`src/rtl/rtc_pkg.sv`:
```
package rtc_pkg;
  localparam int DATA_W = 8;
  localparam int ADDR_W = 2;

  typedef enum logic [ADDR_W-1:0] {
    A_CTRL    = 2'd0,
    A_RST     = 2'd1,
    A_ALM_MIN = 2'd2,
    A_ALM_HR  = 2'd3
  } reg_addr_e;

  // control register bits
  localparam int B_IRQ_EN = 7;
  localparam int B_ADJ    = 4;
  localparam int B_RUN    = 3;
  localparam int B_ALM_EN = 2;
  localparam int B_PAGE   = 0;
  // reset register bits
  localparam int B_DIS1   = 7;
  localparam int B_DIS16  = 6;
  localparam int B_CLR_T  = 5;
  localparam int B_CLR_A  = 4;
endpackage

```
`src/rtl/rtc_regs.sv`:
```
module rtc_regs
  import rtc_pkg::*;
(
  input  logic              clk_i,
  input  logic              rst_ni,
  input  logic              wr_i,
  input  logic [ADDR_W-1:0] addr_i,
  input  logic [DATA_W-1:0] wdata_i,
  output logic              irq_en_o,
  output logic              run_en_o,
  output logic              alarm_en_o,
  output logic              page_o,
  output logic              dis_1hz_o,
  output logic              dis_16hz_o,
  output logic              adj_go_o,
  output logic              clr_time_o,
  output logic              clr_alarm_o,
  output logic              alm_min_we_o,
  output logic              alm_hr_we_o
);
  logic wr_ctrl, wr_rst;

  assign wr_ctrl = wr_i && (addr_i == A_CTRL);
  assign wr_rst  = wr_i && (addr_i == A_RST);

  always_ff @(posedge clk_i or negedge rst_ni) begin
    if (!rst_ni) begin
      irq_en_o   <= 1'b0;
      run_en_o   <= 1'b0;
      alarm_en_o <= 1'b0;
      page_o     <= 1'b0;
      dis_1hz_o  <= 1'b0;
      dis_16hz_o <= 1'b0;
    end else begin
      if (wr_ctrl) begin
        irq_en_o   <= wdata_i[B_IRQ_EN];
        run_en_o   <= wdata_i[B_RUN];
        alarm_en_o <= wdata_i[B_ALM_EN];
        page_o     <= wdata_i[B_PAGE];
      end
      if (wr_rst) begin
        dis_1hz_o  <= wdata_i[B_DIS1];
        dis_16hz_o <= wdata_i[B_DIS16];
      end
    end
  end

  // one-shot strobes, live only during the write cycle
  assign adj_go_o     = wr_ctrl && wdata_i[B_ADJ] && !wdata_i[B_PAGE];
  assign clr_time_o   = wr_rst && wdata_i[B_CLR_T];
  assign clr_alarm_o  = wr_rst && wdata_i[B_CLR_A];
  assign alm_min_we_o = wr_i && (addr_i == A_ALM_MIN);
  assign alm_hr_we_o  = wr_i && (addr_i == A_ALM_HR);
endmodule

```
`src/rtl/rtc_time.sv`:
```
module rtc_time #(
  parameter int SEC_MOD  = 60,
  parameter int MIN_MOD  = 60,
  parameter int HOUR_MOD = 24,
  parameter int SEC_W    = $clog2(SEC_MOD),
  parameter int MIN_W    = $clog2(MIN_MOD),
  parameter int HOUR_W   = $clog2(HOUR_MOD)
) (
  input  logic              clk_i,
  input  logic              rst_ni,
  input  logic              tick_i,
  input  logic              run_en_i,
  input  logic              adj_go_i,
  input  logic              clr_i,
  output logic [SEC_W-1:0]  sec_o,
  output logic [MIN_W-1:0]  min_o,
  output logic [HOUR_W-1:0] hour_o,
  output logic              roll_o,
  output logic [MIN_W-1:0]  min_nxt_o,
  output logic [HOUR_W-1:0] hour_nxt_o
);
  localparam logic [SEC_W-1:0]  SEC_LAST  = SEC_W'(SEC_MOD - 1);
  localparam logic [SEC_W-1:0]  SEC_HALF  = SEC_W'(SEC_MOD / 2);
  localparam logic [MIN_W-1:0]  MIN_LAST  = MIN_W'(MIN_MOD - 1);
  localparam logic [HOUR_W-1:0] HOUR_LAST = HOUR_W'(HOUR_MOD - 1);

  logic [SEC_W-1:0]  sec_d;
  logic [MIN_W-1:0]  min_inc;
  logic [HOUR_W-1:0] hour_inc;

  assign min_inc  = (min_o == MIN_LAST) ? '0 : min_o + 1'b1;
  assign hour_inc = (min_o != MIN_LAST) ? hour_o :
                    (hour_o == HOUR_LAST) ? '0 : hour_o + 1'b1;

  // priority: clear, then adjust, then tick
  always_comb begin
    sec_d      = sec_o;
    min_nxt_o  = min_o;
    hour_nxt_o = hour_o;
    roll_o     = 1'b0;
    if (clr_i) begin
      sec_d      = '0;
      min_nxt_o  = '0;
      hour_nxt_o = '0;
    end else if (adj_go_i) begin
      sec_d = '0;
      if (sec_o >= SEC_HALF) begin
        min_nxt_o  = min_inc;
        hour_nxt_o = hour_inc;
      end
    end else if (tick_i && run_en_i) begin
      if (sec_o == SEC_LAST) begin
        sec_d      = '0;
        roll_o     = 1'b1;
        min_nxt_o  = min_inc;
        hour_nxt_o = hour_inc;
      end else begin
        sec_d = sec_o + 1'b1;
      end
    end
  end

  always_ff @(posedge clk_i or negedge rst_ni) begin
    if (!rst_ni) begin
      sec_o  <= '0;
      min_o  <= '0;
      hour_o <= '0;
    end else begin
      sec_o  <= sec_d;
      min_o  <= min_nxt_o;
      hour_o <= hour_nxt_o;
    end
  end
endmodule

```
`src/rtl/rtc_alarm.sv`:
```
module rtc_alarm
  import rtc_pkg::*;
#(
  parameter int MIN_W  = 6,
  parameter int HOUR_W = 5
) (
  input  logic              clk_i,
  input  logic              rst_ni,
  input  logic              min_we_i,
  input  logic              hr_we_i,
  input  logic [DATA_W-1:0] wdata_i,
  input  logic              clr_i,
  input  logic              alarm_en_i,
  input  logic              roll_i,
  input  logic [MIN_W-1:0]  min_nxt_i,
  input  logic [HOUR_W-1:0] hour_nxt_i,
  output logic [MIN_W-1:0]  alm_min_o,
  output logic [HOUR_W-1:0] alm_hr_o,
  output logic              hit_o
);
  always_ff @(posedge clk_i or negedge rst_ni) begin
    if (!rst_ni) begin
      alm_min_o <= '0;
      alm_hr_o  <= '0;
      hit_o     <= 1'b0;
    end else begin
      if (clr_i) begin
        alm_min_o <= '0;
        alm_hr_o  <= '0;
      end else begin
        if (min_we_i) alm_min_o <= wdata_i[MIN_W-1:0];
        if (hr_we_i)  alm_hr_o  <= wdata_i[HOUR_W-1:0];
      end
      hit_o <= alarm_en_i && roll_i && (min_nxt_i == alm_min_o)
               && (hour_nxt_i == alm_hr_o);
    end
  end
endmodule

```
`src/rtl/rtc_irq.sv`:
```
module rtc_irq (
  input  logic clk_i,
  input  logic rst_ni,
  input  logic dis_1hz_i,
  input  logic dis_16hz_i,
  input  logic alarm_en_i,
  input  logic irq_en_i,
  input  logic alarm_hit_i,
  input  logic tick_1hz_i,
  input  logic tick_16hz_i,
  output logic irq_o
);
  logic src;

  always_comb begin
    unique case ({dis_1hz_i, dis_16hz_i, alarm_en_i})
      3'b111:  src = alarm_hit_i;
      3'b010:  src = tick_1hz_i;
      3'b100:  src = tick_16hz_i;
      default: src = 1'b0;
    endcase
  end

  always_ff @(posedge clk_i or negedge rst_ni) begin
    if (!rst_ni) irq_o <= 1'b0;
    else         irq_o <= irq_en_i && src;
  end
endmodule

```
`src/rtl/rtc_ctl.sv`:
```
module rtc_ctl
  import rtc_pkg::*;
#(
  parameter int SEC_MOD  = 60,
  parameter int MIN_MOD  = 60,
  parameter int HOUR_MOD = 24,
  parameter int SEC_W    = $clog2(SEC_MOD),
  parameter int MIN_W    = $clog2(MIN_MOD),
  parameter int HOUR_W   = $clog2(HOUR_MOD)
) (
  input  logic              clk_i,
  input  logic              rst_ni,
  input  logic              wr_i,
  input  logic [ADDR_W-1:0] addr_i,
  input  logic [DATA_W-1:0] wdata_i,
  output logic [DATA_W-1:0] rdata_o,
  input  logic              tick_1hz_i,
  input  logic              tick_16hz_i,
  output logic [SEC_W-1:0]  sec_o,
  output logic [MIN_W-1:0]  min_o,
  output logic [HOUR_W-1:0] hour_o,
  output logic              irq_o
);
  logic irq_en, run_en, alarm_en, page, dis_1hz, dis_16hz;
  logic adj_go, clr_time, clr_alarm, alm_min_we, alm_hr_we;
  logic roll, alarm_hit;
  logic [MIN_W-1:0]  min_nxt, alm_min;
  logic [HOUR_W-1:0] hour_nxt, alm_hr;

  rtc_regs u_regs (
    .clk_i, .rst_ni, .wr_i, .addr_i, .wdata_i,
    .irq_en_o(irq_en), .run_en_o(run_en), .alarm_en_o(alarm_en),
    .page_o(page), .dis_1hz_o(dis_1hz), .dis_16hz_o(dis_16hz),
    .adj_go_o(adj_go), .clr_time_o(clr_time), .clr_alarm_o(clr_alarm),
    .alm_min_we_o(alm_min_we), .alm_hr_we_o(alm_hr_we)
  );

  rtc_time #(
    .SEC_MOD(SEC_MOD), .MIN_MOD(MIN_MOD), .HOUR_MOD(HOUR_MOD),
    .SEC_W(SEC_W), .MIN_W(MIN_W), .HOUR_W(HOUR_W)
  ) u_time (
    .clk_i, .rst_ni, .tick_i(tick_1hz_i), .run_en_i(run_en),
    .adj_go_i(adj_go), .clr_i(clr_time),
    .sec_o, .min_o, .hour_o,
    .roll_o(roll), .min_nxt_o(min_nxt), .hour_nxt_o(hour_nxt)
  );

  rtc_alarm #(.MIN_W(MIN_W), .HOUR_W(HOUR_W)) u_alarm (
    .clk_i, .rst_ni, .min_we_i(alm_min_we), .hr_we_i(alm_hr_we),
    .wdata_i, .clr_i(clr_alarm), .alarm_en_i(alarm_en), .roll_i(roll),
    .min_nxt_i(min_nxt), .hour_nxt_i(hour_nxt),
    .alm_min_o(alm_min), .alm_hr_o(alm_hr), .hit_o(alarm_hit)
  );

  rtc_irq u_irq (
    .clk_i, .rst_ni, .dis_1hz_i(dis_1hz), .dis_16hz_i(dis_16hz),
    .alarm_en_i(alarm_en), .irq_en_i(irq_en), .alarm_hit_i(alarm_hit),
    .tick_1hz_i, .tick_16hz_i, .irq_o
  );

  always_comb begin
    rdata_o = '0;
    unique case (addr_i)
      A_CTRL: begin
        rdata_o[B_IRQ_EN] = irq_en;
        rdata_o[B_RUN]    = run_en;
        rdata_o[B_ALM_EN] = alarm_en;
        rdata_o[B_PAGE]   = page;
      end
      A_RST: begin
        rdata_o[B_DIS1]  = dis_1hz;
        rdata_o[B_DIS16] = dis_16hz;
      end
      A_ALM_MIN: rdata_o[MIN_W-1:0]  = alm_min;
      A_ALM_HR:  rdata_o[HOUR_W-1:0] = alm_hr;
      default:   rdata_o = '0;
    endcase
  end
endmodule

```
`config.mk`:
```
export PLATFORM = sky130hd
export DESIGN_NAME = rtc_ctl
export DESIGN_NICKNAME = d
export VERILOG_FILES = /design/src/rtl/rtc_pkg.sv /design/src/rtl/rtc_regs.sv /design/src/rtl/rtc_time.sv /design/src/rtl/rtc_alarm.sv /design/src/rtl/rtc_irq.sv /design/src/rtl/rtc_ctl.sv
export SDC_FILE = /design/constraint.sdc
export NUM_CORES = 1
export LEC_CHECK = 0
export BUFFER_PORTS_ARGS = -buffer_cell sky130_fd_sc_hd__buf_2
export CAP_MARGIN = 25
export CORE_MARGIN = 4
export CORE_UTILIZATION = 50
export DETAILED_ROUTE_END_ITERATION = 7
export GPL_TIMING_DRIVEN = 0
export PLACE_DENSITY_LB_ADDON = 0.08
export SLEW_MARGIN = 15
export SYNTH_ARGS = -nofsm -noshare
export SYNTH_HDL_FRONTEND = slang
export SYNTH_SLANG_ARGS = --single-unit
```
`constraint.sdc`:
```
create_clock -name clk_i -period 3.8 [get_ports clk_i]
set_clock_uncertainty 0.15 [all_clocks]
set_input_delay 0.76 -clock clk_i [delete_from_list [all_inputs] [get_ports clk_i]]
set_output_delay 0.76 -clock clk_i [all_outputs]
set_load 0.01 [all_outputs]
```
After elaboration in Yosys (flattened, before gate mapping)
Index checks and enable logic that the tools add are counted.
{ "word_totals": {"elab_cells": 80, "reg_bits": 36, "memories": 0, "latchBits": 0, "mem_bits_ro": 0, "inputBits": 15, "ramBits": 0} }
{ "op_classes": {"shifts": 0, "n_eq_ne": 12, "order_cmp": 1, "div_mod_pow": 0, "reduce_logical": 18, "bitwise_logic": 0, "mul": 0, "mux": 33, "n_addsub": 3} }
{ "op_table": {"columns": ["cell", "count"], "rows": [
  ["6-bit 2-to-1 mux", 12],
  ["5-bit 2-to-1 mux", 9],
  ["1-bit logical AND", 13],
  ["6-bit by 1-bit adder with 6-bit output (second input constant)", 2],
  ["6-bit equality test (second input constant)", 2],
  ["3-bit equality test (second input constant)", 2],
  ["6-bit equality test", 1],
  ["6-bit by 5-bit >= comparator with 1-bit output (second input constant)", 1],
  ["1-bit 2-to-1 mux", 6],
  ["6-bit != test (second input constant)", 1],
  ["1-bit one-hot mux with 2 select lines", 3],
  ["1-bit one-hot mux with 3 select lines", 2],
  ["2-bit one-hot mux with 3 select lines", 1],
  ["5-bit by 1-bit adder with 5-bit output (second input constant)", 1],
  ["5-bit equality test", 1],
  ["5-bit equality test (second input constant)", 1],
  ["2-bit equality test (second input constant)", 2],
  ["2-bit nonzero test", 2],
  ["3-bit by 2-bit equality test with 1-bit output (second input constant)", 1],
  ["3-bit nonzero test", 1],
  ["2-bit by 1-bit equality test with 1-bit output (second input constant)", 1],
  ["2-bit logical NOT", 1],
  ["1-bit logical NOT", 1]
]} }

Logic depth before layout (Yosys ltp)
{ "logic_depth": {"ltp_word": 9, "depth_mapped": 9, "depth_no_buf": 9} }

By module
From an unflattened synthesis, not the netlist that was laid out.
{ "hier_totals": {"cells_unflattened": 220, "area_unflattened_um2": 2197.1} }
{ "modules_own_cells": {"columns": ["mod", "area_per_inst_um2", "instances", "cells_per_inst"], "rows": [
  ["rtc_time", 1097.3, 1, 122],
  ["rtc_alarm", 595.6, 1, 53],
  ["rtc_regs", 290.3, 1, 22],
  ["rtc_ctl", 145.1, 1, 18],
  ["rtc_irq", 68.8, 1, 5]
]} }

Worst setup path before layout
No wires, ideal clock.
{ "synth_timing": {"path_kind": "input to register", "startpoint": "input port addr_i[1]", "endpoint": "register u_alarm.hit_o", "path_buffers": 1, "arrival_ns": 2.548, "cell_stages": 8, "setup_slack_ns": 1.001, "required_time_ns": 3.549, "path_cell_list": "buf_6 -> or3b_4 -> o22a_4 -> nor4_2 -> o21ai_1 -> a2111oi_2 -> nand4_1 -> nor4_1"} }
{ "synth_via": {"elab_chain_cells": 9} }
{ "synth_rtl": {"columns": ["element", "line_no", "rtl"], "rows": [
  ["start, declared", "rtc_ctl.sv:14", "input logic [ADDR_W-1:0] addr_i,"],
  ["2-bit logical NOT", "rtc_regs.sv:23", "assign wr_ctrl = wr_i && (addr_i == A_CTRL);"],
  ["1-bit logical AND", "rtc_regs.sv:23", null],
  ["1-bit logical AND (2 in series)", "rtc_regs.sv:49", "assign adj_go_o = wr_ctrl && wdata_i[B_ADJ] && !wdata_i[B_PAGE];"],
  ["6-bit 2-to-1 mux / 1-bit 2-to-1 mux (equally long branches)", "rtc_time.sv:45", "end else if (adj_go_i) begin"],
  ["6-bit 2-to-1 mux / 1-bit 2-to-1 mux (equally long branches)", "rtc_time.sv:41", "if (clr_i) begin"],
  ["6-bit equality test / 1-bit logical AND (equally long branches)", "rtc_alarm.sv:34", "hit_o <= alarm_en_i && roll_i && (min_nxt_i == alm_min_o)"],
  ["1-bit logical AND", "rtc_alarm.sv:34", null],
  ["1-bit logical AND (*)", "rtc_alarm.sv:35", "&& (hour_nxt_i == alm_hr_o);"],
  ["end signal, assigned", "rtc_alarm.sv:34", null],
  ["end, declared", "rtc_alarm.sv:19", "output logic hit_o"]
]} }
Mark *: on every way between the ends. The rest lies on a longest branch, timed or not.
A chain may end at the register's enable or synchronous reset.

Final worst setup path
{ "layout_timing": {"startpoint": "input port addr_i[0]", "endpoint": "register u_alarm.hit_o"} }
Same word-level chain as after synthesis.

==> results by group <==
Critical path
  – Max incr delay on CP: roughly 0.52 ns
  – Crit path launch type: input port
  – CP max stage cell: nor4_1
  – Worst EP required: 3.77 ns
  – Type of the worst setup path: input port to flip-flop
  – Worst Path Arrival: about 3.3 ns
  – CP delay by family, top: simple AND/OR/NAND/NOR gates
  – Most used cell, CP: buf_2
  – Worst path cell trace: buf_2, buf_2, nor3b_2, nand3_1, a21boi_0, o21ai_1, a2111oi_2, nand4_1, nor4_1
  – Crit. End Element: flip-flop
  – Buffers plus inverters on the worst setup path: 2
  – Worst-path fanout max: 10

Routing
  – Drt drc: 0
  – Via-to-Cell Ratio: 5.93
  – DR WL/cell: 16.8 um
  – Final wirelength: roughly 5.7 mm
  – 1st-pass router iterations: 4
  – Vias: 2035
  – Routed Antenna Nets: 0
  – DR iter-0 viols: around 150

Die
  – I/O Pins: between 40 and 50
  – Die W: 75.1 um
  – Site Rows: 24
  – Die area: about 5600 um2
  – Area of the core: 4350 um2
  – Starting Density: about half
  – Die height: roughly 75 um

Finish
  – Area added between synthesis and finish: 16.3%
  – Final net count: 309
  – Layout cell share with drive strength beyond 1: ~22%
  – Fin util: approximately 60%
  – Register area: 901 um2
  – Area of the multi-input gates: ~1300 um2
  – Diode count: 0
  – Most frequent cells in the layout: buf_2, dfrtp_1, nand2_1
  – # fillers: about 420
  – Commonest non-fill, non-tap cell in the layout: buf_2

CTS
  – H-tree levels: 2
  – Hold buffers post-CTS: 0
  – Root buffer cell: clkbuf_8
  – Post-CTS Setup Inserts: 0
  – Clock latency on the worst-skew pair: 0.28 ns
  – CTS clk-pin slew, worst paths: about 0.07 ns
  – Cts bufs inserted: 5
  – Clock Sinks: 36
  – CTS tree: yes
  – CTS resizes: 0
  – CTS Buffer Depth: 2

Synth
  – Commonest register cell after synthesis: dfrtp_1
  – Synth Cell Area: about 2300 um2
  – Synth async-reset ratio: between 90% and 100%
  – Yosys cell types: between 50 and 60
  – Register area share after synthesis: about two fifths
  – Flops & latches, synth: 36
  – Yosys warns: 0
  – Syn avg cell area: 9.23 um2
  – Syn Inst Count: approximately 240
  – Post-Syn Nets: around 260
  – Post-synth EDFFs: 0

Global routing
  – GR Overflow Total: 0
  – First-pass GRT wire length: 9.12 mm
  – Tot GR Track Use: about a fifth
  – Pin count of the biggest net entering global routing: 37
  – Number of global-route vias before repair: between 1.5k and 2k
  – Initial antenna violation count: 0

STA
  – Least-Margin Pin Slew: around 0.8 ns
  – Final Hold Slack: approximately 0.37 ns
  – RSZ-0062 raised after global routing: no
  – Setup TNS: 0 ns
  – Hold Fails Final Rpt: 0
  – Max-slew headroom: ~46%
  – Final worst slack: 0.511 ns
  – Tmin final: 3.29 ns
  – Slew Limit Fails: 0
  – Final setup violation count: 0
  – Final worst path period share: just under 90%
  – Fmax: about 0.30 GHz

Run
  – Max_cap viols: 0

Pwr
  – Pwr/cell area: 406 nW/um2
  – Leak pwr: approximately 1.2 nW
  – Maximum vdd drop: 286 uV
  – Total power: around 1.1 mW

Placed design
  – GPL Wtd Cong: between 0.8 and 0.9
  – Buffers on Ports: 39
  – Place WS: 0.344 ns
  – DPL Wire Length: between 4 and 5 mm

Worst hold path
  – Hold Crit Class: flip-flop to flip-flop

Outcome
  – Status: complete, no violations
layer usage:
metal / share of wire [%] / track usage (%) / wire length (um) / vias to the layer above
li1: - / - / - / 998
met5: 0 / 0 / 0 / -
met3: 3.3 / 2.94 / 191 / 7
met4: 0.99 / 6.52 / 57 / 0
met1: 49 / 31.4 / 2800 / 978
met2: 47 / 32.6 / 2700 / 52
sequential cells by signal, indices dropped and copies added (netlist names):
signal	cells
u_regs.run_en_o	1
u_regs.dis_1hz_o	1
u_alarm.alm_min_o	6
u_alarm.hit_o	1
u_irq.irq_o	1
u_time.min_o	6
u_regs.irq_en_o	1
u_alarm.alm_hr_o	5
u_time.hour_o	5
u_time.sec_o	6
u_regs.dis_16hz_o	1
u_regs.alarm_en_o	1
u_regs.page_o	1
layout make-up:
cell class,instances,area share (%)
clock inverter,2,1.34
buffer,11,1.96
inverter,3,0.430
clock buffer,6,2.77
timing repair buffer,39,7.45
multi-input combinational,194,49.2
tap,52,2.48
sequential,36,34.4
cell families (layout without fill, tap and decap cells):
group           count (synthesis)  in the layout  share of synthesized area (%)
simple gates                  110            110                           27.0
buf+inv                        14             61                           2.78
xor+xnor                        7              7                           2.72
compound gates                 55             55                           16.9
mux                            18             18                           8.33
flops                          36             36                           40.0
fa+ha+maj                       4              4                           2.22
worst paths after layout:
kind	startpoint	endpoint	slack, ns	depth (start not counted)
setup / recovery	addr_i[0]	u_alarm.hit_o	0.51	9
hold / removal	u_regs.page_o	u_regs.page_o	0.37	1
setup reg to reg	u_time.sec_o[0]	u_alarm.hit_o	0.77	9
hold reg to reg	u_regs.page_o	u_regs.page_o	0.37	1
max in group asynchronous	rst_ni	u_time.sec_o[1]	2.56	1
min in group asynchronous	rst_ni	u_time.hour_o[4]	0.41	1
power breakdown:
group	internal, mW	total [mW]	switching (mW)
registers	0.431	0.493	0.0625
clock network	0.195	0.333	0.138
logic	0.110	0.238	0.127
through the flow:
stage               instance area [um2]  instances
floorplan                          2250        244
global placement                   2510        335
detailed placement                 2510        335
CTS                                2620        343
global route                       2620        343
finish                             2620        343
cell usage after synthesis, types with 4 or more instances:
| master | count | share of area, % |
|---|---|---|
| nor2b_1 | 5 | 1.4 |
| xnor2_1 | 6 | 2.3 |
| nand3_1 | 12 | 2.7 |
| nor3_1 | 4 | 0.89 |
| a21oi_1 | 13 | 2.9 |
| mux2i_1 | 12 | 5.3 |
| and3_1 | 5 | 1.4 |
| o21ai_0 | 10 | 2.2 |
| nand2_1 | 28 | 4.7 |
| or3_1 | 5 | 1.4 |
| a22o_1 | 5 | 1.9 |
| mux2_2 | 6 | 3.0 |
| ha_1 | 4 | 2.2 |
| o22ai_1 | 5 | 1.4 |
| clkbuf_1 | 6 | 1.0 |
| nor2_1 | 18 | 3.0 |
| nand4_1 | 7 | 1.9 |
| dfrtp_1 | 36 | 40 |
Note: power is estimated with default switching activity, not from simulation.
